**src/rtl/dual_rail_rx_pkg.sv**
```systemverilog
package dual_rail_rx_pkg;
    // Status byte bit positions
    localparam int ST_PAR = 3;
    localparam int ST_OVW = 4;
    localparam int ST_SEQ = 5;
    localparam int ST_BITS = 3;  // internal sticky vector: {seq, ovw, par}
endpackage

```
**src/rtl/dual_rail_front.sv**
```systemverilog
module dual_rail_front #(
    parameter int NULL_BITS = 3,
    parameter int TICKS_PER_BIT = 4
) (
    input  logic clk,
    input  logic rst,
    input  logic self_test,
    input  logic rx_tick,
    input  logic rx_one,
    input  logic rx_zero,
    input  logic tx_tick,
    input  logic tx_one,
    input  logic tx_zero,
    output logic bit_evt,
    output logic bit_val,
    output logic illegal_evt,
    output logic gap_evt
);
    localparam int GAP_TICKS = NULL_BITS * TICKS_PER_BIT;
    localparam int GW = $clog2(GAP_TICKS + 1);
    localparam logic [GW-1:0] GAP_FULL = GW'(GAP_TICKS);
    localparam logic [GW-1:0] GAP_LAST = GW'(GAP_TICKS - 1);

    typedef struct packed {
        logic          prev_act;
        logic [GW-1:0] idle;
    } front_t;

    front_t s_d, s_q;
    logic   tick, one, zero, act;

    always_comb begin
        tick = self_test ? tx_tick : rx_tick;
        one  = self_test ? tx_one  : rx_one;
        zero = self_test ? tx_zero : rx_zero;
        act  = one | zero;

        bit_evt     = tick && act && !s_q.prev_act && !(one && zero);
        bit_val     = one;
        illegal_evt = tick && one && zero;
        gap_evt     = tick && !act && (s_q.idle == GAP_LAST);

        s_d = s_q;
        if (tick) begin
            s_d.prev_act = act;
            if (act) begin
                s_d.idle = '0;
            end else if (s_q.idle != GAP_FULL) begin
                s_d.idle = s_q.idle + 1'b1;
            end
        end
    end

    always_ff @(posedge clk) begin
        if (rst) begin
            s_q.prev_act <= 1'b0;
            s_q.idle     <= GAP_FULL;
        end else begin
            s_q <= s_d;
        end
    end


    no_tick_hold_chk: assert property (@(posedge clk) disable iff (rst)
        !tick |=> $stable(s_q));


    gap_idle_chk: assert property (@(posedge clk) disable iff (rst)
        gap_evt |=> (s_q.idle == GAP_FULL) && !s_q.prev_act);
endmodule

```
**src/rtl/dual_rail_framer.sv**
```systemverilog
module dual_rail_framer #(
    parameter int WORD_BITS = 32
) (
    input  logic                 clk,
    input  logic                 rst,
    input  logic                 par_en,
    input  logic                 bit_evt,
    input  logic                 bit_val,
    input  logic                 illegal_evt,
    input  logic                 gap_evt,
    output logic                 word_stb,
    output logic [WORD_BITS-1:0] word,
    output logic                 par_err,
    output logic                 seq_err
);
    localparam int CW = $clog2(WORD_BITS + 1);
    localparam logic [CW-1:0] CNT_FULL = CW'(WORD_BITS);

    typedef struct packed {
        logic [WORD_BITS-1:0] shreg;
        logic [CW-1:0]        cnt;
        logic                 bad;
        logic [WORD_BITS-1:0] word;
        logic                 word_stb;
        logic                 par_err;
        logic                 seq_err;
    } frm_t;

    frm_t s_d, s_q;

    always_comb begin
        s_d          = s_q;
        s_d.word_stb = 1'b0;
        s_d.par_err  = 1'b0;
        s_d.seq_err  = 1'b0;

        if (illegal_evt) begin
            s_d.seq_err = 1'b1;
            s_d.bad     = 1'b1;
        end else if (bit_evt && !s_q.bad) begin
            if (s_q.cnt == CNT_FULL) begin
                s_d.seq_err = 1'b1;
                s_d.bad     = 1'b1;
            end else begin
                s_d.shreg = {bit_val, s_q.shreg[WORD_BITS-1:1]};
                s_d.cnt   = s_q.cnt + 1'b1;
            end
        end else if (gap_evt) begin
            if (!s_q.bad && s_q.cnt == CNT_FULL) begin
                s_d.word_stb = 1'b1;
                s_d.word     = s_q.shreg;
                s_d.par_err  = par_en && !(^s_q.shreg);
            end else if (!s_q.bad && s_q.cnt != '0) begin
                s_d.seq_err = 1'b1;
            end
            s_d.cnt = '0;
            s_d.bad = 1'b0;
        end
    end

    always_ff @(posedge clk) begin
        if (rst) begin
            s_q <= '0;
        end else begin
            s_q <= s_d;
        end
    end

    assign word_stb = s_q.word_stb;
    assign word     = s_q.word;
    assign par_err  = s_q.par_err;
    assign seq_err  = s_q.seq_err;


    stb_after_gap_chk: assert property (@(posedge clk) disable iff (rst)
        s_q.word_stb |-> $past(gap_evt));


    illegal_flag_chk: assert property (@(posedge clk) disable iff (rst)
        illegal_evt |=> s_q.seq_err && !s_q.word_stb);


    cnt_bound_chk: assert property (@(posedge clk) disable iff (rst)
        s_q.cnt <= CNT_FULL);
endmodule

```
**src/rtl/dual_rail_host_port.sv**
```systemverilog
module dual_rail_host_port
    import dual_rail_rx_pkg::*;
#(
    parameter int WORD_BITS = 32
) (
    input  logic                 clk,
    input  logic                 rst,
    input  logic                 word_stb,
    input  logic [WORD_BITS-1:0] word,
    input  logic                 par_err,
    input  logic                 seq_err,
    input  logic                 sel_status,
    input  logic                 rd_stb,
    output logic [7:0]           host_q,
    output logic                 ready,
    output logic                 first_char,
    output logic                 err
);
    localparam int BYTES = WORD_BITS / 8;
    localparam int IW = (BYTES > 1) ? $clog2(BYTES) : 1;
    localparam logic [IW-1:0] LAST_IDX = IW'(BYTES - 1);

    typedef struct packed {
        logic [WORD_BITS-1:0] word;
        logic                 ready;
        logic [IW-1:0]        idx;
        logic [ST_BITS-1:0]   status;  // {seq, ovw, par}
    } host_t;

    host_t              s_d, s_q;
    logic [ST_BITS-1:0] new_err;
    logic [7:0]         byte_sel;
    logic [7:0]         status_byte;

    always_comb begin
        new_err = {seq_err, word_stb && s_q.ready, par_err};

        s_d = s_q;
        if (word_stb) begin
            s_d.word  = word;
            s_d.ready = 1'b1;
            s_d.idx   = '0;
        end else if (rd_stb && !sel_status && s_q.ready) begin
            if (s_q.idx == LAST_IDX) begin
                s_d.ready = 1'b0;
                s_d.idx   = '0;
            end else begin
                s_d.idx = s_q.idx + 1'b1;
            end
        end

        if (rd_stb && sel_status) begin
            s_d.status = new_err;
        end else begin
            s_d.status = s_q.status | new_err;
        end
    end

    always_comb begin
        byte_sel = '0;
        for (int b = 0; b < BYTES; b++) begin
            if (s_q.idx == IW'(b)) begin
                byte_sel = s_q.word[b*8 +: 8];
            end
        end
        status_byte         = '0;
        status_byte[ST_PAR] = s_q.status[0];
        status_byte[ST_OVW] = s_q.status[1];
        status_byte[ST_SEQ] = s_q.status[2];
    end

    always_ff @(posedge clk) begin
        if (rst) begin
            s_q <= '0;
        end else begin
            s_q <= s_d;
        end
    end

    assign host_q     = sel_status ? status_byte : byte_sel;
    assign ready      = s_q.ready;
    assign first_char = s_q.ready && (s_q.idx == '0);
    assign err        = |s_q.status;


    ready_drop_chk: assert property (@(posedge clk) disable iff (rst)
        $fell(s_q.ready) |-> $past(rd_stb && !sel_status && s_q.idx == LAST_IDX));


    first_needs_ready_chk: assert property (@(posedge clk) disable iff (rst)
        first_char |-> ready);


    overwrite_flag_chk: assert property (@(posedge clk) disable iff (rst)
        (word_stb && s_q.ready) |=> s_q.status[1] && s_q.idx == '0);


    status_clear_chk: assert property (@(posedge clk) disable iff (rst)
        (rd_stb && sel_status && !word_stb && !par_err && !seq_err) |=> !err);
endmodule

```
**src/rtl/dual_rail_rx.sv**
```systemverilog
module dual_rail_rx #(
    parameter int WORD_BITS = 32,
    parameter int NULL_BITS = 3,
    parameter int TICKS_PER_BIT = 4
) (
    input  logic       clk,
    input  logic       rst,
    input  logic       rx_tick,
    input  logic       rx_one,
    input  logic       rx_zero,
    input  logic       tx_tick,
    input  logic       tx_one,
    input  logic       tx_zero,
    input  logic       self_test,
    input  logic       par_en,
    input  logic       sel_status,
    input  logic       rd_stb,
    output logic [7:0] host_q,
    output logic       ready,
    output logic       first_char,
    output logic       err
);
    logic                 bit_evt, bit_val, illegal_evt, gap_evt;
    logic                 word_stb, par_err, seq_err;
    logic [WORD_BITS-1:0] word;

    dual_rail_front #(
        .NULL_BITS    (NULL_BITS),
        .TICKS_PER_BIT(TICKS_PER_BIT)
    ) u_front (
        .clk        (clk),
        .rst        (rst),
        .self_test  (self_test),
        .rx_tick    (rx_tick),
        .rx_one     (rx_one),
        .rx_zero    (rx_zero),
        .tx_tick    (tx_tick),
        .tx_one     (tx_one),
        .tx_zero    (tx_zero),
        .bit_evt    (bit_evt),
        .bit_val    (bit_val),
        .illegal_evt(illegal_evt),
        .gap_evt    (gap_evt)
    );

    dual_rail_framer #(
        .WORD_BITS(WORD_BITS)
    ) u_framer (
        .clk        (clk),
        .rst        (rst),
        .par_en     (par_en),
        .bit_evt    (bit_evt),
        .bit_val    (bit_val),
        .illegal_evt(illegal_evt),
        .gap_evt    (gap_evt),
        .word_stb   (word_stb),
        .word       (word),
        .par_err    (par_err),
        .seq_err    (seq_err)
    );

    dual_rail_host_port #(
        .WORD_BITS(WORD_BITS)
    ) u_host (
        .clk       (clk),
        .rst       (rst),
        .word_stb  (word_stb),
        .word      (word),
        .par_err   (par_err),
        .seq_err   (seq_err),
        .sel_status(sel_status),
        .rd_stb    (rd_stb),
        .host_q    (host_q),
        .ready     (ready),
        .first_char(first_char),
        .err       (err)
    );


    reset_quiet_chk: assert property (@(posedge clk)
        $past(rst) |-> !ready && !err && !first_char);
endmodule

```
**config.mk**
```make
export PLATFORM = sky130hd
export DESIGN_NAME = dual_rail_rx
export DESIGN_NICKNAME = d
export VERILOG_FILES = /design/src/rtl/dual_rail_rx_pkg.sv /design/src/rtl/dual_rail_front.sv /design/src/rtl/dual_rail_framer.sv /design/src/rtl/dual_rail_host_port.sv /design/src/rtl/dual_rail_rx.sv
export SDC_FILE = /design/constraint.sdc
export NUM_CORES = 1
export LEC_CHECK = 0
export ABC_AREA = 1
export BUFFER_PORTS_ARGS = -buffer_cell sky130_fd_sc_hd__buf_2
export CORE_MARGIN = 2
export CORE_UTILIZATION = 37
export DETAILED_ROUTE_END_ITERATION = 8
export MAX_ROUTING_LAYER = met4
export PLACE_DENSITY = 0.59
export SYNTH_ARGS = -nofsm -noshare
export SYNTH_HDL_FRONTEND = slang
export SYNTH_SLANG_ARGS = --single-unit
```
**constraint.sdc**
```tcl
create_clock -name clk -period 4.11 [get_ports clk]
set_input_delay 0.822 -clock clk [delete_from_list [all_inputs] [get_ports clk]]
set_output_delay 0.822 -clock clk [all_outputs]
set_load 0.005 [all_outputs]
```
# Yosys cells after proc, flatten, opt, wreduce, memory -nomap -nowiden
# Cells that the tools add are included.
[totals]
ff_bits = 117
in_bits = 12
out_inout_bits = 11
wordCells = 98
[op_classes]
add_sub_neg = 3
eq_ne = 8
muxes = 26
bitwise = 7
n_reduce_logical = 41
[ops]
columns = ["op", "count"]
rows = [
  ["2-to-1 mux 42 bit", 1],
  ["2-to-1 mux 8 bit", 5],
  ["2-to-1 mux 34 bit", 1],
  ["parity 32 bit", 1],
  ["logical AND 1 bit", 17],
  ["2-to-1 mux 1 bit", 11],
  ["2-to-1 mux 3 bit", 3],
  ["2-to-1 mux 4 bit", 2],
  ["nonzero test 2 bit", 4],
  ["2-to-1 mux 7 bit", 1],
  ["adder 6 x 1 -> 6 bit (second input constant)", 1],
  ["== test 6 bit (second input constant)", 1],
  ["logical NOT 1 bit", 6],
  ["2-to-1 mux 6 bit", 1],
  ["AND reduction 2 bit", 3],
  ["AND reduction 3 bit", 2],
  ["nonzero test 6 bit", 1],
  ["inverter 1 bit", 5],
  ["OR reduction 5 bit", 1],
  ["adder 4 x 1 -> 4 bit (second input constant)", 1],
  ["== test 2 bit (second input constant)", 2],
  ["== test 4 bit (second input constant)", 1],
  ["inequality test 4 bit (second input constant)", 1],
  ["AND reduction 4 bit", 1],
  ["other kinds (12)", 12],
]

# Logic depth before layout (Yosys ltp)
# Gate-level depths: netlist of run 1.
[depth]
ltp_word = 8
mapped_depth = 13
ltp_nobuf = 13

# By module
# From an unflattened synthesis of run 1, not the netlist that was laid out.
[unflattened]
hier_cells = 819
hier_area_um2 = 5788.1
[modules_own_cells]
columns = ["mod", "instances", "cells_per_inst", "area_each_um2", "seq_area_each_um2"]
rows = [
  ["dual_rail_framer", 1, 509, 3559.7, 1481.4],
  ["dual_rail_host_port", 1, 248, 1808.0, 760.7],
  ["dual_rail_front", 1, 62, 420.4, 100.1],
]

# Least setup slack after synthesis of run 1
# No wires, ideal clock.
[synth_path]
path_type = "reg-to-output"
startpoint = "reg u_host.s_q[4] in the netlist's numbering"
endpoint = "out host_q[3]"
arrival_ps = 1534
t_required_ps = 3288
slack_ps = 1754
path_stages_with_launch = 9
n_path_buf = 1
cell_sequence = "dfxtp_1 inv_1 ha_1 clkbuf_1 nor2_1 a21boi_0 o211ai_1 o211ai_1 o21ai_0"
[synth_via]
elab_chain_cells = 6
word_cells_on_any_way = 9
cone_classes = "eq/ne: 3; mux: 5; reduce/logical: 1"
[synth_lines]
columns = ["item", "line_no", "source"]
rows = [
  ["start, declared", "dual_rail_host_port.sv:30", "host_t s_d, s_q;"],
  ["start signal, assigned", "dual_rail_host_port.sv:74", "s_q <= '0;"],
  ["start signal, assigned", "dual_rail_host_port.sv:76", "s_q <= s_d;"],
  ["logical NOT 2 bit", "dual_rail_host_port.sv:62", "if (s_q.idx == IW'(b)) begin"],
  ["2-to-1 mux 8 bit (3 in series)", "dual_rail_host_port.sv:62", ""],
  ["2-to-1 mux 8 bit (*)", "dual_rail_host_port.sv:62", ""],
  ["2-to-1 mux 8 bit (*)", "dual_rail_host_port.sv:80", "assign host_q = sel_status ? status_byte : byte_sel;"],
  ["end, declared", "dual_rail_rx.sv:18", "output logic [7:0] host_q,"],
]
# Mark *: on every way between the ends. The rest lies on a longest branch, timed or not.

# Worst setup path in the final report of run 1
# Same ends and word-level chain as after synthesis.

==> results of run 1 <==
kinds of logic (layout without fill, tap and decap cells):
group                    count (synthesis)  count (layout)  share of synthesized area
AO/OA/AOI/OAI                          220             220                      0.213
flip-flops                             117             117                      0.431
adder cells (fa/ha/maj)                  8               8                     0.0184
XOR/XNOR                                14              14                     0.0226
buffers and inverters                  116             140                     0.0884
AND/OR/NAND/NOR                        300             300                      0.227
registers in the layout (all words and copies together) (netlist names):
| name | flops |
|---|---|
| u_host.ready | 1 |
| u_front.s_q | 5 |
| u_framer.word | 32 |
| u_framer.s_q | 39 |
| u_framer.seq_err | 1 |
| u_framer.par_err | 1 |
| u_host.s_q | 37 |
| u_framer.word_stb | 1 |
critical path, stage by stage, from the launching register on:
cell	delay, ns
dfxtp_1	0.35
inv_1	0.09
ha_1	0.30
nor2_1	0.47
a21boi_0	0.21
o211ai_1	0.25
o211ai_1	0.12
o21ai_0	0.08
buf_2	0.13
per-layer routing:
metal	track usage	vias up	wire length, µm	part of all wire
met4	0.0549	0	132	0.011
met2	0.210	48	4620	0.40
met5	-	-	0	0
li1	-	2550	-	-
met3	0.0492	10	278	0.024
met1	0.228	1977	6580	0.57
Yosys cell counts (all sizes together):
cell type	instances	area (µm²)
nand2	190	723
dfxtp	117	2340
o21ai	116	584
a21oi	85	429
nor2	85	352
inv	83	312
clkbuf	21	78.8
nand3	16	92.6
buf	12	90.1
a22oi	8	60.1
ha	8	100
xnor2	7	61.3
xor2	7	61.3
o211ai	5	37.5
nand4	4	40.0
nor3	4	20.0
a211oi	2	15.0
a21boi	1	7.51
a221o	1	10.0
a31oi	1	6.26
o31ai	1	7.51
or2	1	6.26
through the flow:
stage / hold WS [ns] / std cells / util / worst slack (ns)
final: 0.434 / 983 / 0.436 / 0.873
after global routing: 0.466 / 983 / 0.436 / 0.676
after CTS: 0.438 / 983 / 0.436 / 0.877
after detailed placement: 0.432 / 951 / 0.390 / 1.33
after global placement: 0.419 / 951 / 0.390 / 1.28
after floorplan: 0.413 / 775 / - / 1.75
power breakdown:
group	leakage, nW	internal [mW]	total [mW]	switching [mW]
combinational	1.54	0.139	0.403	0.265
clock	0.323	1.10	1.62	0.515
sequential	0.948	1.18	1.23	0.0546
total	2.81	2.42	3.25	0.834
path summary, 6_finish.rpt:
path | startpoint | endpoint | slack [ns] | cells past startpoint
hold reg to reg | u_framer.par_err | u_host.s_q[0] | 0.43 | 2
hold / removal | u_framer.par_err | u_host.s_q[0] | 0.43 | 2
setup reg to reg | u_framer.s_q[36] | u_framer.word[1] | 1.95 | 9
setup / recovery | u_host.s_q[4] | host_q[3] | 0.87 | 8
cell type report:
cell class	instances	area share
Multi-Input combinational cell	542	0.416
Sequential cell	117	0.373
Clock buffer	19	0.0720
Inverter	83	0.0496
Tap cell	184	0.0366
Clock inverter	13	0.0324
Timing Repair Buffer	25	0.0211
==> flow_metrics.tcl, run 1 <==
set metrics [dict create \
    hold_viol 0 \
    maxCapViolations 0 \
    core_area_mm2 0.0144 \
    grt_pass1_vias 4054 \
    placedInstanceArea_mm2 0.00563 \
    design_area_mm2 0.00629 \
    first_iter_violations 343 \
    slew_viol_final 0 \
    setup_viol 0 \
    cts_tree "yes" \
    post_cts_buffers 0 \
    rsz0062_at_grt "no" \
    status "finished clean" \
    fin_crit_sh 0.788 \
    ys_seq_elements 117 \
    grt_overflow_total 0 \
    yosysWarnings 0 \
    power.total_mw 3.25 \
    multi_input_area_mm2 0.00261 \
    crit_path_start_kind "register" \
    grtUsageTotal 0.159 \
    hpwl_um 7750 \
    slew_headroom 0.408 \
    htree_levels 4 \
    finalNetCount 806 \
    clk_pin_slew_ns 0.05 \
    setup_tns_ns 0 \
    skew_ns 0.00600 \
    start_util 0.377 \
    crit_required_ns 3.29 \
    cp_max_fo 9 \
    critPathCaptureType "primary output" \
    grt_pass1_wl_um 19700 \
    synth_nets 795 \
    cts.repair.resized 0 \
    syn_inst 775 \
    num_vias 4585 \
    drive_above_1_share 0.0939 \
    drc_errors 0 \
    ant_nets 0 \
    p_leak_nw 2.81 \
    insertion_delay_ns 0.41 \
    viasPerCell 4.66 \
    hold_class "register to register" \
    ys_types 34 \
    final_cell_mix "nand2_1 (186), dfxtp_1 (117), a21oi_1 (84)" \
    dr.pass1.iters 6 \
    nFillCells 1463 \
    vdd.ir_drop.worst_uv 263 \
    regArea_mm2 0.00234 \
    cts_hold_buf 0 \
    cp.arrival_ns 2.41 \
    syn_area_per_cell_um2 7.01 \
    max_freq_ghz 0.309 \
    wirelength_um 11600 \
    wire_per_inst_um 11.8 \
    finalCriticalPeriod_ns 3.24 \
    diodes 0 \
    place.gp.congestion 0.791 \
    io_buffers 22 \
    ys_seq_area_frac 0.431 \
    num_rows 44 \
    fp.dieArea_mm2 0.0157 \
    die_w_um 125 \
    path_class "register to primary output" \
    io_pins 23 \
    p_per_area_mw_per_mm2 518 \
    syn-cell-area_mm2 0.00544 \
    grt_antenna_before_repair 0 \
    cts_buffer_depth 2 \
    worstMarginPinSlew_ns 0.888 \
    dieHeight_um 125 \
    syn_to_final_growth_pct 15.7 \
    grt_max_degree 108 \
    clock-sinks 117 \
    cts_root_buf "clkbuf_16" \
    cts_buffers 17 \
    layout.cells.most_common "nand2_1" \
]
Power figures use the tool's default switching activity.
==> inputs of run 2 (changes only) <==
--- a/config.mk
+++ b/config.mk
@@ -11,7 +11,7 @@
 export CORE_UTILIZATION = 37
 export DETAILED_ROUTE_END_ITERATION = 8
 export MAX_ROUTING_LAYER = met4
-export PLACE_DENSITY = 0.59
+export PLACE_DENSITY = 0.61
 export SYNTH_ARGS = -nofsm -noshare
 export SYNTH_HDL_FRONTEND = slang
 export SYNTH_SLANG_ARGS = --single-unit
==> constraint.sdc (replaced) <==
create_clock -name clk -period 2.9 [get_ports clk]
set_input_delay 0.58 -clock clk [delete_from_list [all_inputs] [get_ports clk]]
set_output_delay 0.58 -clock clk [all_outputs]
set_load 0.005 [all_outputs]
==> run 2 against run 1 <==
Compared with the run above:
- setup slack worse by 0.57 ns
- sequential share of layout area is 0.089 points higher
- cell count is 0.31% higher
- final area is 0.24% lower
- clock power is 28% higher
- sequential cell count stayed put
- register-to-register slack worse by 1.2 ns
- combinational power is 43% higher
==> flow_metrics.tcl, run 2 (synthesized netlist as in run 1, its figures left out) <==
set metrics [dict create \
    skew_ns 0.00865 \
    top_register "u_framer.s_q" \
    layout.cells.most_common "nand2_1" \
    rsz0062_at_grt "no" \
    syn_to_final_growth_pct 15.4 \
    cts_hold_buf 0 \
    grt_pass1_wl_um 19400 \
    drive_above_1_share 0.0948 \
    finalCriticalPeriod_ns 2.59 \
    largest_register_ffs 39 \
    maxCapViolations 0 \
    worstReg2RegStart "u_framer.s_q[36]" \
    diodes 0 \
    slew_headroom 0.680 \
    viasPerCell 4.79 \
    wl_met1_um 6320 \
    timing.rr.end "u_framer.word[24]" \
    cts_tree "yes" \
    crit_required_ns 2.32 \
    htree_levels 4 \
    post-route-util 0.435 \
    wire_per_inst_um 11.7 \
    fp.dieArea_mm2 0.0157 \
    insertion_delay_ns 0.40 \
    critPathLaunch "u_host.s_q[4]" \
    num_rows 44 \
    dr.pass1.iters 4 \
    critPathCapture "host_q[3]" \
    setup_viol 0 \
    grt_max_degree 74 \
    place.gp.congestion 0.767 \
    slew_viol_final 0 \
    fin_crit_sh 0.895 \
    num_vias 4723 \
    crit_path_start_kind "register" \
    top_layer_used "met4" \
    cts_buffers 17 \
    vdd.ir_drop.worst_uv 413 \
    wl_met2_um 4670 \
    p_per_area_mw_per_mm2 699 \
    clock-sinks 117 \
    wl_met3_um 409 \
    hold_viol 0 \
    die_w_um 125 \
    cp_max_fo 9 \
    hold_class "register to register" \
    cp.arrival_ns 2.01 \
    clk_pin_slew_ns 0.05 \
    p_leak_nw 2.80 \
    start_util 0.377 \
    grt_pass1_vias 3963 \
    rrSetupSlack_ns 0.80 \
    path_class "register to primary output" \
    first_iter_violations 369 \
    grt_overflow_total 0 \
    ant_nets 0 \
    drc_errors 0 \
    worstMarginPinSlew_ns 0.481 \
    io_buffers 22 \
    worstRegToRegCells 10 \
    finalNetCount 810 \
    cts.repair.resized 0 \
    setup_tns_ns 0 \
    cts_root_buf "clkbuf_16" \
    cts_buffer_depth 2 \
    hpwl_um 7880 \
    nFillCells 1447 \
    core_area_mm2 0.0144 \
    status "finished clean" \
    final_cell_mix "nand2_1 (186), dfxtp_1 (117), a21oi_1 (84)" \
    post_cts_buffers 0 \
    max_freq_ghz 0.385 \
    grtUsageTotal 0.156 \
    wirelength_um 11500 \
    critPathCaptureType "primary output" \
    io_pins 23 \
    grt_antenna_before_repair 0 \
    dieHeight_um 125 \
]
[run 2: changes by cell type in the layout (fill, tap and decap cells not counted)]
cell / previous run / this run
buf_4: 3 / 6
buf_12: 0 / 1
nor2_1: 80 / 79
clkinv_2: 4 / 3
clkinvlp_4: 1 / 3
clkinv_4: 3 / 0
clkbuf_1: 0 / 3
bufinv_16: 5 / 3
nor2_4: 4 / 5
[run 2: worst min path at each step]
| stage | from | endpoint | slack [ns] | cells after the start |
|---|---|---|---|---|
| floorplan | u_framer.par_err | u_host.s_q[0] | 0.41 | 2 |
| global placement | u_framer.par_err | u_host.s_q[0] | 0.42 | 2 |
| global route | par_en | u_framer.par_err | 0.45 | 3 |
| finish | u_framer.par_err | u_host.s_q[0] | 0.44 | 2 |
| CTS | par_en | u_framer.par_err | 0.44 | 3 |
| detailed placement | u_framer.par_err | u_host.s_q[0] | 0.43 | 2 |
[run 2: per-stage QoR]
stage | power, mW | setup WS (ns) | hold WS [ns] | cells | area, µm²
final | 4.39 | 0.306 | 0.442 | 986 | 6270
after global routing | 4.61 | 0.108 | 0.448 | 986 | 6270
after CTS | 4.43 | 0.105 | 0.438 | 986 | 6260
after detailed placement | 2.36 | 0.538 | 0.431 | 955 | 5670
after global placement | 2.35 | 0.577 | 0.419 | 955 | 5670
after floorplan | 2.22 | 0.786 | 0.413 | 775 | 5440
[run 2: report_power, final]
group	internal (mW)	switching (mW)
clock	1.38	0.682
sequential	1.67	0.0746
combinational	0.199	0.377
total	3.25	1.13
[run 2: layout make-up]
cell class / count / area, µm² / share of cell area
clock buffer: 22 / 464 / 0.0740
multi-input combinational: 542 / 2620 / 0.418
sequential: 117 / 2340 / 0.373
inverter: 83 / 312 / 0.0497
clock inverter: 9 / 128 / 0.0203
timing repair buffer: 29 / 175 / 0.0279
tap: 184 / 230 / 0.0367
[run 2: metal layers]
metal | GRT usage | vias to the layer above
met3 | 0.0449 | 7
met1 | 0.224 | 2091
met2 | 0.205 | 74
met5 | - | -
met4 | 0.0536 | 0
li1 | - | 2551
[run 2: worst max-delay path: stages (launching register included)]
cell      delay, ns
dfxtp_1        0.36
inv_1          0.09
ha_1           0.30
nor2_4         0.23
a21boi_0       0.12
o211ai_1       0.19
o211ai_1       0.10
o21ai_0        0.08
buf_2          0.14
==> inputs of run 3 (changes only) <==
--- a/config.mk
+++ b/config.mk
@@ -12,6 +12,8 @@
 export DETAILED_ROUTE_END_ITERATION = 8
 export MAX_ROUTING_LAYER = met4
 export PLACE_DENSITY = 0.61
+export RECOVER_POWER = 100
+export REMOVE_ABC_BUFFERS = 1
 export SYNTH_ARGS = -nofsm -noshare
 export SYNTH_HDL_FRONTEND = slang
 export SYNTH_SLANG_ARGS = --single-unit
==> run 3 against run 2 <==
Compared with the run above:
- count of clock-buffer cells in the layout stayed put
- via count is 0.76% higher
- die area stayed put
- worst hold slack better by 0.0031 ns
- routed wire length is 6.9% higher
- sequential share of layout area is 0.61 points higher
- sequential cell count stayed put
- sequential power hardly changed
- cell count is 0.10% higher
- largest power group unchanged
==> flow_metrics.tcl, run 3 (synthesized netlist as in run 1, its figures left out) <==
set metrics [dict create \
    die_w_um 125 \
    ant_nets 0 \
    slew_headroom 0.349 \
    cpPeakStageDelay_ns 0.35 \
    wirelength_um 12300 \
    top_register "u_framer.s_q" \
    grtUsageTotal 0.169 \
    post_cts_buffers 0 \
    cts_buffers 17 \
    htree_levels 4 \
    slowest_stage "dfxtp_1" \
    diodes 0 \
    largest_register_ffs 39 \
    insertion_delay_ns 0.41 \
    crit_required_ns 2.32 \
    cts_buffer_depth 2 \
    final_cell_mix "nand2_1 (187), dfxtp_1 (117), o21ai_0 (110)" \
    cts_root_buf "clkbuf_16" \
    grt_max_degree 60 \
    cp_max_fo 9 \
    critPathLaunch "u_host.s_q[4]" \
    cts_tree "yes" \
    design_area_mm2 0.00617 \
    crit_path_start_kind "register" \
    dieHeight_um 125 \
    path_class "register to primary output" \
    skew_ns 0.00826 \
    rsz0062_at_grt "no" \
    fin_crit_sh 0.931 \
    fin_hold_ws_ns 0.446 \
    multi_input_area_mm2 0.00258 \
    hold_viol 0 \
    crit_family "buffers and inverters" \
    power.switching_mw 1.17 \
    fp.dieArea_mm2 0.0157 \
    crit_buf_inv 3 \
    dr.pass1.iters 6 \
    max_freq_ghz 0.370 \
    setup_viol 0 \
    maxCapViolations 0 \
    seq_power_share 0.409 \
    placedInstanceArea_mm2 0.00567 \
    grt_overflow_total 0 \
    drc_errors 0 \
    finalCriticalPeriod_ns 2.70 \
    grt_pass1_vias 4447 \
    clock-sinks 117 \
    setup_tns_ns 0 \
    clkPwrFrac 0.458 \
    status "finished clean" \
    finalNetCount 810 \
    start_util 0.377 \
    p_per_area_mw_per_mm2 691 \
    intPower_mw 3.09 \
    io_buffers 22 \
    first_iter_violations 394 \
    regArea_mm2 0.00234 \
    hold_class "register to register" \
    drive_above_1_share 0.0735 \
    cp_cell_sequence "inv_1, ha_1, nor2_2, buf_4, a22oi_1, nand2_1, o21ai_0, a21oi_1, clkbuf_2" \
    viasPerCell 4.82 \
    layout.cells.most_common "nand2_1" \
    hp-start "u_framer.seq_err" \
    p_leak_nw 2.74 \
    wire_per_inst_um 12.5 \
    p_sw_frac 0.274 \
    worstMarginPinSlew_ns 0.977 \
    clk_pin_slew_ns 0.05 \
    critPathCaptureType "primary output" \
    hpwl_um 8170 \
    syn_to_final_growth_pct 13.5 \
    io_pins 23 \
    grt_pass1_wl_um 21100 \
    worstReg2RegStart "u_framer.s_q[36]" \
    place.gp.congestion 0.768 \
    combPwrFrac 0.133 \
    nFillCells 1504 \
    core_area_mm2 0.0144 \
    vdd.ir_drop.worst_uv 400 \
    num_rows 44 \
    slew_viol_final 0 \
    num_vias 4759 \
    cp.arrival_ns 2.12 \
    grt_antenna_before_repair 0 \
]
[run 3: cell count changes in the layout (fill, tap and decap cells not counted), sizes merged]
| cell | previous run | this run |
|---|---|---|
| clkinvlp | 3 | 2 |
| clkinv | 3 | 8 |
| clkbuf | 22 | 34 |
| bufinv | 3 | 1 |
| buf | 29 | 17 |
| inv | 83 | 82 |
[run 3: final timing paths]
path,end,slack (ns),cells past startpoint
setup / recovery,host_q[6],0.20,9
hold / removal,u_host.s_q[2],0.45,2
setup reg to reg,u_framer.s_q[73],0.76,10
hold reg to reg,u_host.s_q[2],0.45,2
[run 3: worst register-to-register path: cells and delay by family (launching register included)]
family,cells,cell delay (ns)
AO/OA/AOI/OAI,2,0.39
buffers and inverters,3,0.76
flip-flops,1,0.34
AND/OR/NAND/NOR,4,0.44
adder cells (fa/ha/maj),1,0.14
[run 3: stage by stage]
step	cells	setup slack (ns)	utilization	power, mW
after floorplan	742	0.708	-	2.21
after global placement	955	0.617	0.393	2.35
after detailed placement	955	0.520	0.393	2.36
after CTS	987	0.0852	0.432	4.31
after global routing	987	0.0252	0.428	4.49
final	987	0.201	0.428	4.26
[run 3: cell type report]
type                            count  area share
Inverter                           83      0.0505
Tap cell                          184      0.0373
Clock inverter                     10      0.0130
Multi-Input combinational cell    542       0.418
Timing Repair Buffer               29      0.0251
Sequential cell                   117       0.380
Clock buffer                       22      0.0768
[run 3: metal layers]
metal,track usage,share of wire,routed length (µm),up-vias
li1,-,-,-,2545
met2,0.242,0.42,5150,92
met4,0.0641,0.018,220,0
met5,-,0,0,-
met3,0.0445,0.047,577,13
met1,0.229,0.52,6360,2109
[run 3: what timing repair did]
action / 4_1_cts / 5_1_grt
setup endpoints to repair: 0 / 7
hold buffers: 0 / 0
resized for setup: 0 / 1
[run 3: power groups by stage]
stage,Sequential [mW],Clock [mW],Combinational (mW)
6_report,1.74,1.95,0.567
5_1_grt,1.75,2.06,0.674
4_1_cts,1.75,1.99,0.583
3_5_place_dp,1.78,0,0.579
3_3_place_gp,1.78,0,0.571
2_1_floorplan,1.75,0,0.451
